File: src/rtl/fpc_pkg.sv
package fpc_pkg;

  localparam int PRED_W = 6;
  localparam int CODE_W = 4;
  localparam int BASE_N = 8;

  typedef struct packed {
    logic neg;
    logic zero;
    logic inf;
    logic nan;
  } fpc_flags_t;

  typedef struct packed {
    logic       illegal;
    logic       nonaware;
    logic       invert;
    logic [2:0] base;
  } fpc_dec_t;

  function automatic fpc_dec_t fpc_decode(input logic [PRED_W-1:0] p);
    fpc_dec_t   d;
    logic [CODE_W-1:0] code;
    code       = p[CODE_W-1:0];
    d.illegal  = p[PRED_W-1];
    d.nonaware = p[CODE_W];
    d.invert   = code[CODE_W-1];
    code       = d.invert ? (code ^ 4'hF) : code;
    d.base     = code[2:0];
    return d;
  endfunction

  function automatic logic fpc_base_hit(input logic [2:0] code, input fpc_flags_t f);
    logic r;
    case (code)
      3'd0:    r = 1'b0;
      3'd1:    r = f.zero;
      3'd2:    r = !(f.nan | f.zero | f.neg);
      3'd3:    r = f.zero | !(f.nan | f.neg);
      3'd4:    r = f.neg & !f.zero & !f.nan;
      3'd5:    r = f.zero | (f.neg & !f.nan);
      3'd6:    r = !(f.nan | f.zero);
      default: r = !f.nan;
    endcase
    return r;
  endfunction

endpackage

File: src/rtl/fpc_pred_decode.sv
module fpc_pred_decode
  import fpc_pkg::*;
(
  input  logic [PRED_W-1:0] pred,
  output fpc_dec_t          dec
);
  assign dec = fpc_decode(pred);
endmodule

File: src/rtl/fpc_cond_eval.sv
module fpc_cond_eval
  import fpc_pkg::*;
(
  input  fpc_dec_t   dec,
  input  fpc_flags_t flags,
  output logic       result,
  output logic       unord_evt
);
  logic [BASE_N-1:0] hit_vec;

  for (genvar i = 0; i < BASE_N; i++) begin : g_base
    assign hit_vec[i] = fpc_base_hit(3'(i), flags);
  end

  logic raw_hit;
  assign raw_hit   = hit_vec[dec.base];
  assign result    = !dec.illegal & (raw_hit ^ dec.invert);
  assign unord_evt = !dec.illegal & dec.nonaware & flags.nan;
endmodule

File: src/rtl/fpc_stat_update.sv
module fpc_stat_update #(
  parameter int STAT_W    = 32,
  parameter int EXC_LSB   = 8,
  parameter int EXC_W     = 8,
  parameter int UNORD_OFS = 7
) (
  input  logic              clk,
  input  logic              rst_n,
  input  logic              req_valid,
  input  logic [STAT_W-1:0] stat_in,
  input  logic              illegal,
  input  logic              result,
  input  logic              unord_evt,
  output logic              rsp_valid,
  output logic              rsp_true,
  output logic              rsp_illegal,
  output logic [STAT_W-1:0] stat_out
);
  localparam logic [STAT_W-1:0] EXC_MASK =
    {{(STAT_W-EXC_W){1'b0}}, {EXC_W{1'b1}}} << EXC_LSB;
  localparam int UNORD_BIT = EXC_LSB + UNORD_OFS;

  logic [STAT_W-1:0] stat_nxt;

  always_comb begin
    stat_nxt = stat_in;
    if (!illegal) begin
      stat_nxt            = stat_in & ~EXC_MASK;
      stat_nxt[UNORD_BIT] = unord_evt;
    end
  end

  always_ff @(posedge clk or negedge rst_n) begin
    if (!rst_n) begin
      rsp_valid   <= 1'b0;
      rsp_true    <= 1'b0;
      rsp_illegal <= 1'b0;
      stat_out    <= '0;
    end else begin
      rsp_valid   <= req_valid;
      rsp_true    <= req_valid & result;
      rsp_illegal <= req_valid & illegal;
      if (req_valid) stat_out <= stat_nxt;
    end
  end

  a_r3_pulse: assert property (@(posedge clk) disable iff (!rst_n)
    req_valid |=> rsp_valid);
  a_r3_idle: assert property (@(posedge clk) disable iff (!rst_n)
    !req_valid |=> (!rsp_valid && !rsp_true && !rsp_illegal && $stable(stat_out)));
  a_r2_illegal_keep: assert property (@(posedge clk) disable iff (!rst_n)
    (req_valid && illegal) |=> stat_out == $past(stat_in));
  a_r8_passthrough: assert property (@(posedge clk) disable iff (!rst_n)
    (req_valid && !illegal) |=> (stat_out & ~EXC_MASK) == ($past(stat_in) & ~EXC_MASK));
endmodule

File: src/rtl/fpc_branch_eval.sv
module fpc_branch_eval
  import fpc_pkg::*;
#(
  parameter int STAT_W    = 32,
  parameter int CC_LSB    = 24,
  parameter int EXC_LSB   = 8,
  parameter int EXC_W     = 8,
  parameter int UNORD_OFS = 7
) (
  input  logic              clk,
  input  logic              rst_n,
  input  logic              req_valid,
  input  logic [5:0]        pred,
  input  logic [STAT_W-1:0] stat_in,
  output logic              rsp_valid,
  output logic              rsp_true,
  output logic              rsp_illegal,
  output logic [STAT_W-1:0] stat_out
);
  localparam int UNORD_BIT = EXC_LSB + UNORD_OFS;

  fpc_flags_t flags;
  fpc_dec_t   dec;
  logic       cond_result;
  logic       cond_unord;

  assign flags = fpc_flags_t'(stat_in[CC_LSB +: 4]);

  fpc_pred_decode u_dec (
    .pred (pred),
    .dec  (dec)
  );

  fpc_cond_eval u_eval (
    .dec       (dec),
    .flags     (flags),
    .result    (cond_result),
    .unord_evt (cond_unord)
  );

  fpc_stat_update #(
    .STAT_W    (STAT_W),
    .EXC_LSB   (EXC_LSB),
    .EXC_W     (EXC_W),
    .UNORD_OFS (UNORD_OFS)
  ) u_stat (
    .clk         (clk),
    .rst_n       (rst_n),
    .req_valid   (req_valid),
    .stat_in     (stat_in),
    .illegal     (dec.illegal),
    .result      (cond_result),
    .unord_evt   (cond_unord),
    .rsp_valid   (rsp_valid),
    .rsp_true    (rsp_true),
    .rsp_illegal (rsp_illegal),
    .stat_out    (stat_out)
  );

  a_r1_illegal_false: assert property (@(posedge clk) disable iff (!rst_n)
    (req_valid && pred[5]) |=> (rsp_illegal && !rsp_true));
  a_r7_aware_no_unord: assert property (@(posedge clk) disable iff (!rst_n)
    (req_valid && !pred[5] && !pred[4]) |=> !stat_out[UNORD_BIT]);
  a_r7_nonaware_unord: assert property (@(posedge clk) disable iff (!rst_n)
    (req_valid && !pred[5] && pred[4] && stat_in[CC_LSB]) |=> stat_out[UNORD_BIT]);
  a_r4_false_code: assert property (@(posedge clk) disable iff (!rst_n)
    (req_valid && pred[3:0] == 4'h0) |=> !rsp_true);
endmodule

File: config.mk
export PLATFORM = sky130hd
export DESIGN_NAME = fpc_branch_eval
export DESIGN_NICKNAME = d
export VERILOG_FILES = /design/src/rtl/fpc_pkg.sv /design/src/rtl/fpc_pred_decode.sv /design/src/rtl/fpc_cond_eval.sv /design/src/rtl/fpc_stat_update.sv /design/src/rtl/fpc_branch_eval.sv
export SDC_FILE = /design/constraint.sdc
export NUM_CORES = 1
export LEC_CHECK = 0
export BUFFER_PORTS_ARGS = -buffer_cell sky130_fd_sc_hd__buf_2
export CORE_MARGIN = 2
export CORE_UTILIZATION = 35
export DETAILED_ROUTE_END_ITERATION = 7
export GPL_TIMING_DRIVEN = 0
export MAX_ROUTING_LAYER = met4
export PLACE_DENSITY = 0.65
export SYNTH_ARGS = -nofsm -noshare
export SYNTH_HDL_FRONTEND = slang
export SYNTH_SLANG_ARGS = --single-unit
File: constraint.sdc
create_clock -name clk -period 1 [get_ports clk]
set_input_delay 0.1 -clock clk [delete_from_list [all_inputs] [get_ports clk]]
set_output_delay 0.1 -clock clk [all_outputs]
set_load 0.01 [all_outputs]
==> results of run 1 <==
## report_power, final
group          internal, mW  switching (mW)
clock                 0.628           0.460
sequential             1.55          0.0565
combinational         0.275           0.243
## state kept, by name, summed over array words and instances, names as in the netlist
signal              count
u_stat.rsp_illegal      1
u_stat.stat_out        32
u_stat.rsp_true         1
u_stat.rsp_valid        1
## final timing paths
check | end | startpoint | slack [ns] | depth (start not counted)
max reg2reg | u_stat.stat_out[21] | u_stat.stat_out[21] | 0.25 | 1
min | u_stat.stat_out[14] | stat_in[14] | 0.03 | 2
max | stat_out[21] | u_stat.stat_out[21] | 0.09 | 1
min reg2reg | u_stat.stat_out[29] | u_stat.stat_out[29] | 0.50 | 1
min in group asynchronous | u_stat.stat_out[31] | rst_n | 0.34 | 2
max in group asynchronous | u_stat.stat_out[4] | rst_n | 0.34 | 2
## layer usage
layer	track usage, %	part of all wire, %
met1	15.1	42
met2	23.3	46
met3	5.62	8.9
met4	8.42	3.0
met5	-	0
## final cells by class
type / count / area [sq um]
Fill cell: 343 / 1770
Sequential cell: 35 / 876
Multi-Input combinational cell: 48 / 422
Timing Repair Buffer: 77 / 398
Clock buffer: 8 / 100
Tap cell: 48 / 60.1
Buffer: 4 / 41.3
Inverter: 5 / 18.8
## logic make-up (layout without fill, tap and decap cells)
logic type | count (synthesis) | after routing | synth area share, %
flops | 35 | 35 | 64.5
compound gates | 11 | 11 | 5.90
buf+inv | 9 | 94 | 4.42
simple gates | 12 | 12 | 4.52
mux | 25 | 25 | 20.6
## per-stage QoR
stage	util, %	area, sq um	worst slack (ns)	hold slack [ns]
after floorplan	-	1360	0.187	-0.196
after global placement	48.6	1790	0.0270	0.200
after detailed placement	48.6	1790	0.00452	0.214
after CTS	51.9	1910	0.0407	0.0199
after global routing	51.9	1920	0.0530	0.0220
final	51.9	1920	0.0930	0.0313
## placed cells by master (no fill, tap or decap), types with 2 or more instances in the layout
cell type and n:
dfrtp_1 35, nand3b_1 2, a22o_1 4, clkbuf_8 7
nand3_1 4, buf_2 74, nand2_1 3, o21ai_0 3
inv_1 5, dlygate4sd3_1 2, mux2_2 24, buf_6 3
## what timing repair did
item                                    4_1_cts  5_1_grt
resized for setup                             0        1
hold buffers                                  2        0
endpoints found under the setup margin        0       35
endpoints found under the hold margin        36        0
==> results.md, run 1 <==
- CP endpoint kind: output pin
- Min cycle time layout: 0.907 ns
- DRT iter0 DRCs: between 50 and 60
- Critical path's slowest cell: dfrtp_1
- Ys flop type: dfrtp_1
- Number of enable flip-flop cells after synthesis: 0
- Static leakage power: ~0.98 nW
- Clk slew on worst S/H paths: 0.07 ns
- Mapped Nets: 133
- RSZ-0062 raised after global routing: false
- Chip height: between 60 and 70 um
- Synth warnings: 0
- Period utilisation layout: 90.7%
- Setup TNS: 0 ns
- DRT Pass-1 Iters: 3
- Initial antenna violation count: 0
- Horiz. Die Dim: approximately 66 um
- Commonest cells post-synth: 35 x dfrtp_1, 24 x mux2_2, 5 x inv_1, 4 x a22o_1, 4 x nand3_1
- Pwr Total: approximately 3.2 mW
- DRC: 0
- Row count: 22
- Final hold vios: 0
- GPL Wtd Cong: 0.731
- Via count: slightly above 1,000
- Final setup vio count: 0
- Critical path launch point type: flop
- Layout cells sized above 1: a little over three fifths
- Post-DP HPWL: roughly 2100 um
- Largest net degree at the start of global routing: 36
- H-tree depth: 2
- Clock Latency Late Sink: about 0.27 ns
- Maximum vdd drop: between 1 and 1.5 mV
- Synth Instances: roughly 90
- First-pass GRT wire length: 4510 um
- CP Data Required Time: around 0.90 ns
- Area grow syn2layout: 41.1%
- Number of global-route vias before repair: ~1,000
- Post-route ant nets: 0
- WL/cell: 12.3 um
- Fin nets: roughly 220
- Maxcap violations: 0
- Number of CTS-inserted buffers: 5
- Status: finished, final reports clean
- Share of the yosys chip area belonging to registers: 64.5%
- Mean Syn Cell Area: 14.8 sq um
- Die footprint: ~4400 sq um
- Layout Skew: 0 ns
- Most frequent cell after synthesis: dfrtp_1
- Clock Root Buffer: clkbuf_8
- Initial Utilization: 36.8%
- Top post-synthesis cells by area: dfrtp_1 65%, mux2_2 20%, a22o_1 2.6%, buf_6 2.5%, nand3_1 1.5%
- Worst-Margin Slew: between 0.4 and 0.5 ns
- GRT Overall Usage: around 14%
- CP max FO: 2
- Number of clock sinks: 35
- DP Cell Count: about 220
- N_diodes: 0
- CP top delay family: flip-flops
- Max_slew headroom: ~70%
- Post-CTS setup buffers: 0
- Worst path buffer plus inverter count: 1
- Slowest stage delay, CP: 0.38 ns
- GR Overflow Total: 0
- Mapped Area: between 1000 and 1500 sq um
- Routed wire length: ~2800 um
- Hold Path Class: primary input to flop
- Via density per instance: 4.49
- Post-synthesis async set-or-reset flop share: 100%
- Signal arrival time at the worst endpoint: 0.81 ns
- Number of synthesized register bits: 35
- Critical path class: flop to output pin
- Crit-path cells: buf_2
- Top-Level Pins: between 70 and 80
- Core area: ~3700 sq um
- Layout Cells excl Fill: between 200 and 250
- I/O Buffers: 75
- Max Root-Sink Buffers: 2
- Slew Limit Fails: 0
- Cell variety after synth: 18
- Largest area contributor in the netlist: dfrtp_1
- Top cell type's share of synthesized area: ~65%
- TritonCTS clock tree: yes
- Pwr dens: between 1500 and 2000 nW/um^2
- FMAX: 1100 MHz
Note: power is estimated with default switching activity, not from simulation.
==> inputs of run 2 (changes only) <==
--- a/config.mk
+++ b/config.mk
@@ -6,12 +6,14 @@
 export NUM_CORES = 1
 export LEC_CHECK = 0
 export BUFFER_PORTS_ARGS = -buffer_cell sky130_fd_sc_hd__buf_2
+export CELL_PAD_IN_SITES_DETAIL_PLACEMENT = 1
+export CELL_PAD_IN_SITES_GLOBAL_PLACEMENT = 1
 export CORE_MARGIN = 2
-export CORE_UTILIZATION = 35
+export CORE_UTILIZATION = 33
 export DETAILED_ROUTE_END_ITERATION = 7
 export GPL_TIMING_DRIVEN = 0
 export MAX_ROUTING_LAYER = met4
-export PLACE_DENSITY = 0.65
+export PLACE_DENSITY = 0.77
 export SYNTH_ARGS = -nofsm -noshare
 export SYNTH_HDL_FRONTEND = slang
 export SYNTH_SLANG_ARGS = --single-unit
==> results.md, run 2 (synthesized netlist as in run 1, its figures left out) <==
- Status: finished, final reports clean
- TritonCTS clock tree: yes
- CP Depth: 1 (unchanged)
- Sequential Power Share: 49.8% (about the same)
- DRT iter0 DRCs: 40 (-31%)
- Initial antenna violation count: 0 (unchanged)
- Final setup vio count: 0 (unchanged)
- Setup TNS: 0 ns (unchanged)
- Critical path's slowest cell: dfrtp_1
- Period utilisation layout: 91.5% (+0.75 points)
- Slowest stage delay, CP: 0.39 ns (about the same)
- N_diodes: 0 (unchanged)
- Signal arrival time at the worst endpoint: 0.81 ns (about the same)
- CP endpoint kind: output pin
- I/O Buffers: 75 (unchanged)
- GR Overflow Total: 0 (unchanged)
- Max Root-Sink Buffers: 2 (unchanged)
- R2R depth: 1 (unchanged)
- Largest Register: u_stat.stat_out
- Top-Level Pins: 76 (unchanged)
- GPL Wtd Cong: 0.756 (+3.4%)
- Most common cell after layout, fill and taps aside: buf_2
- Chip height: 68.1 um (+2.8%)
- Worst-Margin Slew: 0.466 ns (+0.0110 ns)
- Layout cells sized above 1: 62.7% (unchanged)
- Most frequent cells in the layout: 74 x buf_2, 35 x dfrtp_1, 24 x mux2_2
- Post-route ant nets: 0 (unchanged)
- Max FFs per register: 32 (unchanged)
- Pwr Total: 3.23 mW (+0.61%)
- Placed Area: 1800 sq um (+0.14%)
- Routed wire length: 3430 um (+24%)
- R2R Path Start: u_stat.stat_out[12]
- Worst path buffer plus inverter count: 1 (unchanged)
- Core area: 3970 sq um (+7.7%)
- Post-DP HPWL: 2710 um (+26%)
- Max_slew headroom: 69.0% (-0.74 points)
- Design Area, Final: 1920 sq um (+0.13%)
- Critical path launch point type: flop
- H-tree depth: 2 (unchanged)
- Clock power share: 33.8% (about the same)
- RSZ-0062 raised after global routing: false
- Internal: 2.45 mW (about the same)
- DRC: 0 (unchanged)
- Fin nets: 217 (unchanged)
- Pwr dens: 1680 nW/um^2 (+0.48%)
- Maxcap violations: 0 (unchanged)
- Net Sw Power: 0.779 mW (+2.5%)
- Maximum vdd drop: 1.11 mV (+8.3%)
- DRT Pass-1 Iters: 4 (+1)
- Row count: 23 (+4.5%)
- Number of CTS-inserted buffers: 5 (unchanged)
- Clk slew on worst S/H paths: 0.07 ns (about the same)
- Min cycle time layout: 0.915 ns (+0.00755 ns)
- Critical path class: flop to output pin
- FMAX: 1090 MHz (-0.83%)
- Reg-to-reg critical path endpoint: u_stat.stat_out[12]
- Sw Share: 24.1% (+0.45 points)
- Critical Path Sink: stat_out[6]
- Final Util: 48.3% (-3.6 points)
- Final hold vios: 0 (unchanged)
- Setup ws final: 0.0855 ns (-0.00755 ns)
- Pre-CTS setup slack: -0.00332 ns (-0.00785 ns)
- Reg2Reg Setup Slack: 0.24 ns (about the same)
- Filler instances: 441 (+29%)
- Largest net degree at the start of global routing: 36 (unchanged)
- Static leakage power: 0.980 nW (unchanged)
- Hold Path Class: primary input to flop
- WL/cell: 15.1 um (+23%)
- Clock Latency Late Sink: 0.27 ns (about the same)
- CP max FO: 2 (unchanged)
- Horiz. Die Dim: 68.1 um (+2.8%)
- Logic pwr share: 16.4% (+0.2 points)
- GRT Overall Usage: 16.4% (+2.0 points)
- Crit-path cells: buf_2
- Slew Limit Fails: 0 (unchanged)
- Die footprint: 4640 sq um (+5.7%)
- CP Data Required Time: 0.90 ns (about the same)
- Crit. Startpoint: u_stat.stat_out[6]
- Initial Utilization: 34.2% (-2.6 points)
- Area grow syn2layout: 41.3%
- DP Cell Count: 217 (+0.93%)
- Via density per instance: 4.69 (+4.4%)
- Via count: 1,065 (+5.3%)
- Layout Skew: 0 ns (unchanged)
- CP top delay family: flip-flops
- Layout Cells excl Fill: 227 (+0.89%)
- Number of global-route vias before repair: 1,084 (+4.0%)
- Number of clock sinks: 35 (unchanged)
- First-pass GRT wire length: 5260 um (+17%)
- Hold Worst Slack: 0.0404 ns (+0.00912 ns)
- Clock Root Buffer: clkbuf_8
==> run 2: worst min path at each step <==
stage | from | endpoint | cells after the start
2_1_floorplan | rst_n | u_stat.rsp_illegal | 0
3_3_place_gp | rst_n | u_stat.stat_out[6] | 1
3_5_place_dp | rst_n | u_stat.stat_out[9] | 1
4_1_cts | stat_in[14] | u_stat.stat_out[14] | 2
5_1_grt | stat_in[11] | u_stat.stat_out[11] | 2
6_report | stat_in[11] | u_stat.stat_out[11] | 2
==> run 2: timing repair <==
item	in CTS	in global routing
gates resized for setup	0	1
hold buffers	2	0
hold endpoints to repair	36	0
setup buffers	0	0
setup endpoints to repair	0	35
==> run 2: area by class of cell <==
cell class	count	area, sq um	area share, %
Multi-Input combinational cell	48	422	22.0
Clock buffer	8	100	5.22
Timing Repair Buffer	77	398	20.7
Inverter	5	18.8	0.978
Buffer	4	41.3	2.15
Tap cell	50	62.6	3.26
Sequential cell	35	876	45.7
==> run 2: routing by layer <==
metal	global-route usage, %	vias up	wire (um)
met5	-	-	0
met4	7.75	0	62
met3	4.77	6	256
met2	28.9	47	1830
met1	16.7	521	1280
li1	-	491	-
==> run 2: power by group through the flow <==
stage	registers (mW)	clock network [mW]	logic, mW
3_3_place_gp	1.62	0	0.511
4_1_cts	1.61	1.14	0.540
6_report	1.61	1.09	0.529
2_1_floorplan	1.70	0	0.180
3_5_place_dp	1.64	0	0.533
5_1_grt	1.62	1.22	0.581
==> inputs of run 3 (changes only) <==
--- a/config.mk
+++ b/config.mk
@@ -14,6 +14,7 @@
 export GPL_TIMING_DRIVEN = 0
 export MAX_ROUTING_LAYER = met4
 export PLACE_DENSITY = 0.77
+export RECOVER_POWER = 100
 export SYNTH_ARGS = -nofsm -noshare
 export SYNTH_HDL_FRONTEND = slang
 export SYNTH_SLANG_ARGS = --single-unit
==> results.md, run 3 (synthesized netlist as in run 1, its figures left out) <==
- DRC: 0 (unchanged)
- Most frequent cells in the layout: 38 x buf_2, 35 x dfrtp_1, 33 x clkbuf_1
- Hold Path Class: primary input to flop
- FMAX: 1100 MHz (+0.18%)
- Critical path's slowest cell: dfrtp_1
- Critical path launch point type: flop
- Final hold vios: 0 (unchanged)
- DRT Pass-1 Iters: 4 (unchanged)
- DP Cell Count: 217 (unchanged)
- Final Util: 46.8% (-1.4 points)
- Fin nets: 217 (unchanged)
- Crit-path cells: clkbuf_1
- Post-route ant nets: 0 (unchanged)
- CP max FO: 2 (unchanged)
- Top-Level Pins: 76 (unchanged)
- Status: finished, final reports clean
- Worst path buffer plus inverter count: 1 (unchanged)
- Static leakage power: 0.879 nW (-10%)
- Row count: 23 (unchanged)
- Hold Worst Slack: 0.0390 ns (-0.00144 ns)
- Initial antenna violation count: 0 (unchanged)
- Layout Skew: 0 ns (unchanged)
- Crit. Startpoint: u_stat.stat_out[6]
- Clk slew on worst S/H paths: 0.07 ns (about the same)
- Max FFs per register: 32 (unchanged)
- TritonCTS clock tree: yes
- CP top delay family: flip-flops
- Via density per instance: 4.73 (+0.75%)
- Worst-Margin Slew: 0.465 ns (-0.000868 ns)
- Largest Register: u_stat.stat_out
- GR Overflow Total: 0 (unchanged)
- Initial Utilization: 34.2% (unchanged)
- GRT met3 Usage: 4.77% (unchanged)
- Net Sw Power: 0.784 mW (+0.65%)
- Layout cells sized above 1: 44.1% (-19 points)
- Chip height: 68.1 um (unchanged)
- Clock Latency Late Sink: 0.27 ns (about the same)
- Horiz. Die Dim: 68.1 um (unchanged)
- Setup TNS: 0 ns (unchanged)
- CP endpoint kind: output pin
- Largest net degree at the start of global routing: 36 (unchanged)
- Routed wire length: 3460 um (+0.90%)
- Busiest layer in global routing: met2
- Most common cell after layout, fill and taps aside: buf_2
- Internal: 2.41 mW (-1.6%)
- Period utilisation layout: 91.3% (-0.16 points)
- H-tree depth: 2 (unchanged)
- R2R depth: 1 (unchanged)
- Layout Cells excl Fill: 227 (unchanged)
- Number of global-route vias before repair: 1,084 (unchanged)
- Met2 Usage GRT: 28.9% (unchanged)
- Max_slew headroom: 69.0% (about the same)
- I/O Buffers: 75 (unchanged)
- Post-CTS setup buffers: 0 (unchanged)
- Die footprint: 4640 sq um (unchanged)
- Final setup vio count: 0 (unchanged)
- First-pass GRT wire length: 5260 um (unchanged)
- Sequential Power Share: 50.5% (+0.7 points)
- Logic pwr share: 15.3% (-1.1 points)
- GPL Wtd Cong: 0.756 (unchanged)
- CP Depth: 1 (unchanged)
- Met1 Usage GRT: 16.7% (unchanged)
- Sw Share: 24.5% (+0.42 points)
- Slew Limit Fails: 0 (unchanged)
- Slowest stage delay, CP: 0.36 ns (-0.03 ns)
- Core area: 3970 sq um (unchanged)
- GRT Overall Usage: 16.4% (unchanged)
- Reg-to-reg critical path endpoint: u_stat.stat_out[12]
- Max Root-Sink Buffers: 2 (unchanged)
- Signal arrival time at the worst endpoint: 0.81 ns (about the same)
- Number of CTS-inserted buffers: 5 (unchanged)
- Reg2Reg Setup Slack: 0.24 ns (about the same)
- Area grow syn2layout: 37.1%
- Pwr dens: 1720 nW/um^2 (+2.0%)
- CP Data Required Time: 0.90 ns (about the same)
- Post-DP HPWL: 2710 um (unchanged)
- WL/cell: 15.3 um (+0.90%)
- Number of clock sinks: 35 (unchanged)
- Min cycle time layout: 0.913 ns (-0.00161 ns)
- Via count: 1,073 (+0.75%)
- R2R Path Start: u_stat.stat_out[12]
- Maxcap violations: 0 (unchanged)
- DRT iter0 DRCs: 37 (-7.5%)
- Critical path class: flop to output pin
- RSZ-0062 raised after global routing: false
- Clock power share: 34.2% (+0.4 points)
- Critical Path Sink: stat_out[6]
- Clock Root Buffer: clkbuf_8
- Maximum vdd drop: 1.11 mV (+0.33%)
- N_diodes: 0 (unchanged)
run 3: changes by cell type in the layout (fill, tap and decap cells not counted), sizes merged:
cell | previous run | this run
buf | 78 | 39
clkbuf | 9 | 48
run 3: power by group through the flow:
stage / registers (mW) / clock network, mW / logic, mW
floorplan: 1.70 / 0 / 0.180
global placement: 1.62 / 0 / 0.511
detailed placement: 1.64 / 0 / 0.533
CTS: 1.61 / 1.14 / 0.540
global route: 1.63 / 1.22 / 0.540
finish: 1.61 / 1.09 / 0.488
run 3: how the worst min path moves through the flow:
| stage | slack (ns) | end | startpoint | cells after the start |
|---|---|---|---|---|
| finish | 0.04 | u_stat.stat_out[11] | stat_in[11] | 2 |
| global route | 0.03 | u_stat.stat_out[11] | stat_in[11] | 2 |
| CTS | 0.02 | u_stat.stat_out[14] | stat_in[14] | 2 |
| detailed placement | 0.23 | u_stat.stat_out[9] | rst_n | 1 |
| global placement | 0.20 | u_stat.stat_out[6] | rst_n | 1 |
| floorplan | -0.20 | u_stat.rsp_illegal | rst_n | 0 |
run 3: repair_timing:
item | CTS | global route
endpoints found under the hold margin | 36 | 0
hold buffers | 2 | 0
gates resized for setup | 0 | 1
endpoints found under the setup margin | 0 | 35
run 3: through the flow:
stage | cell area, sq um | power, mW | worst slack, ns
finish | 1860 | 3.19 | 0.0871
global route | 1860 | 3.39 | 0.0341
CTS | 1920 | 3.29 | 0.00217
detailed placement | 1800 | 2.17 | -0.00332
global placement | 1800 | 2.13 | 0.0279
floorplan | 1360 | 1.88 | 0.187
run 3: layout make-up:
type	instances	area [sq um]
flip-flops and latches	35	876
plain buffers	4	26.3
clock buffers	8	100
fillers	463	2110
well taps	50	62.6
repair buffers	77	358
multi-input cells	48	419
inverters	5	18.8
run 3: routing by layer:
metal	share of wire [%]	vias to the layer above
met5	0	-
met4	2.2	0
met3	7.5	8
met2	52	49
met1	38	524
li1	-	492
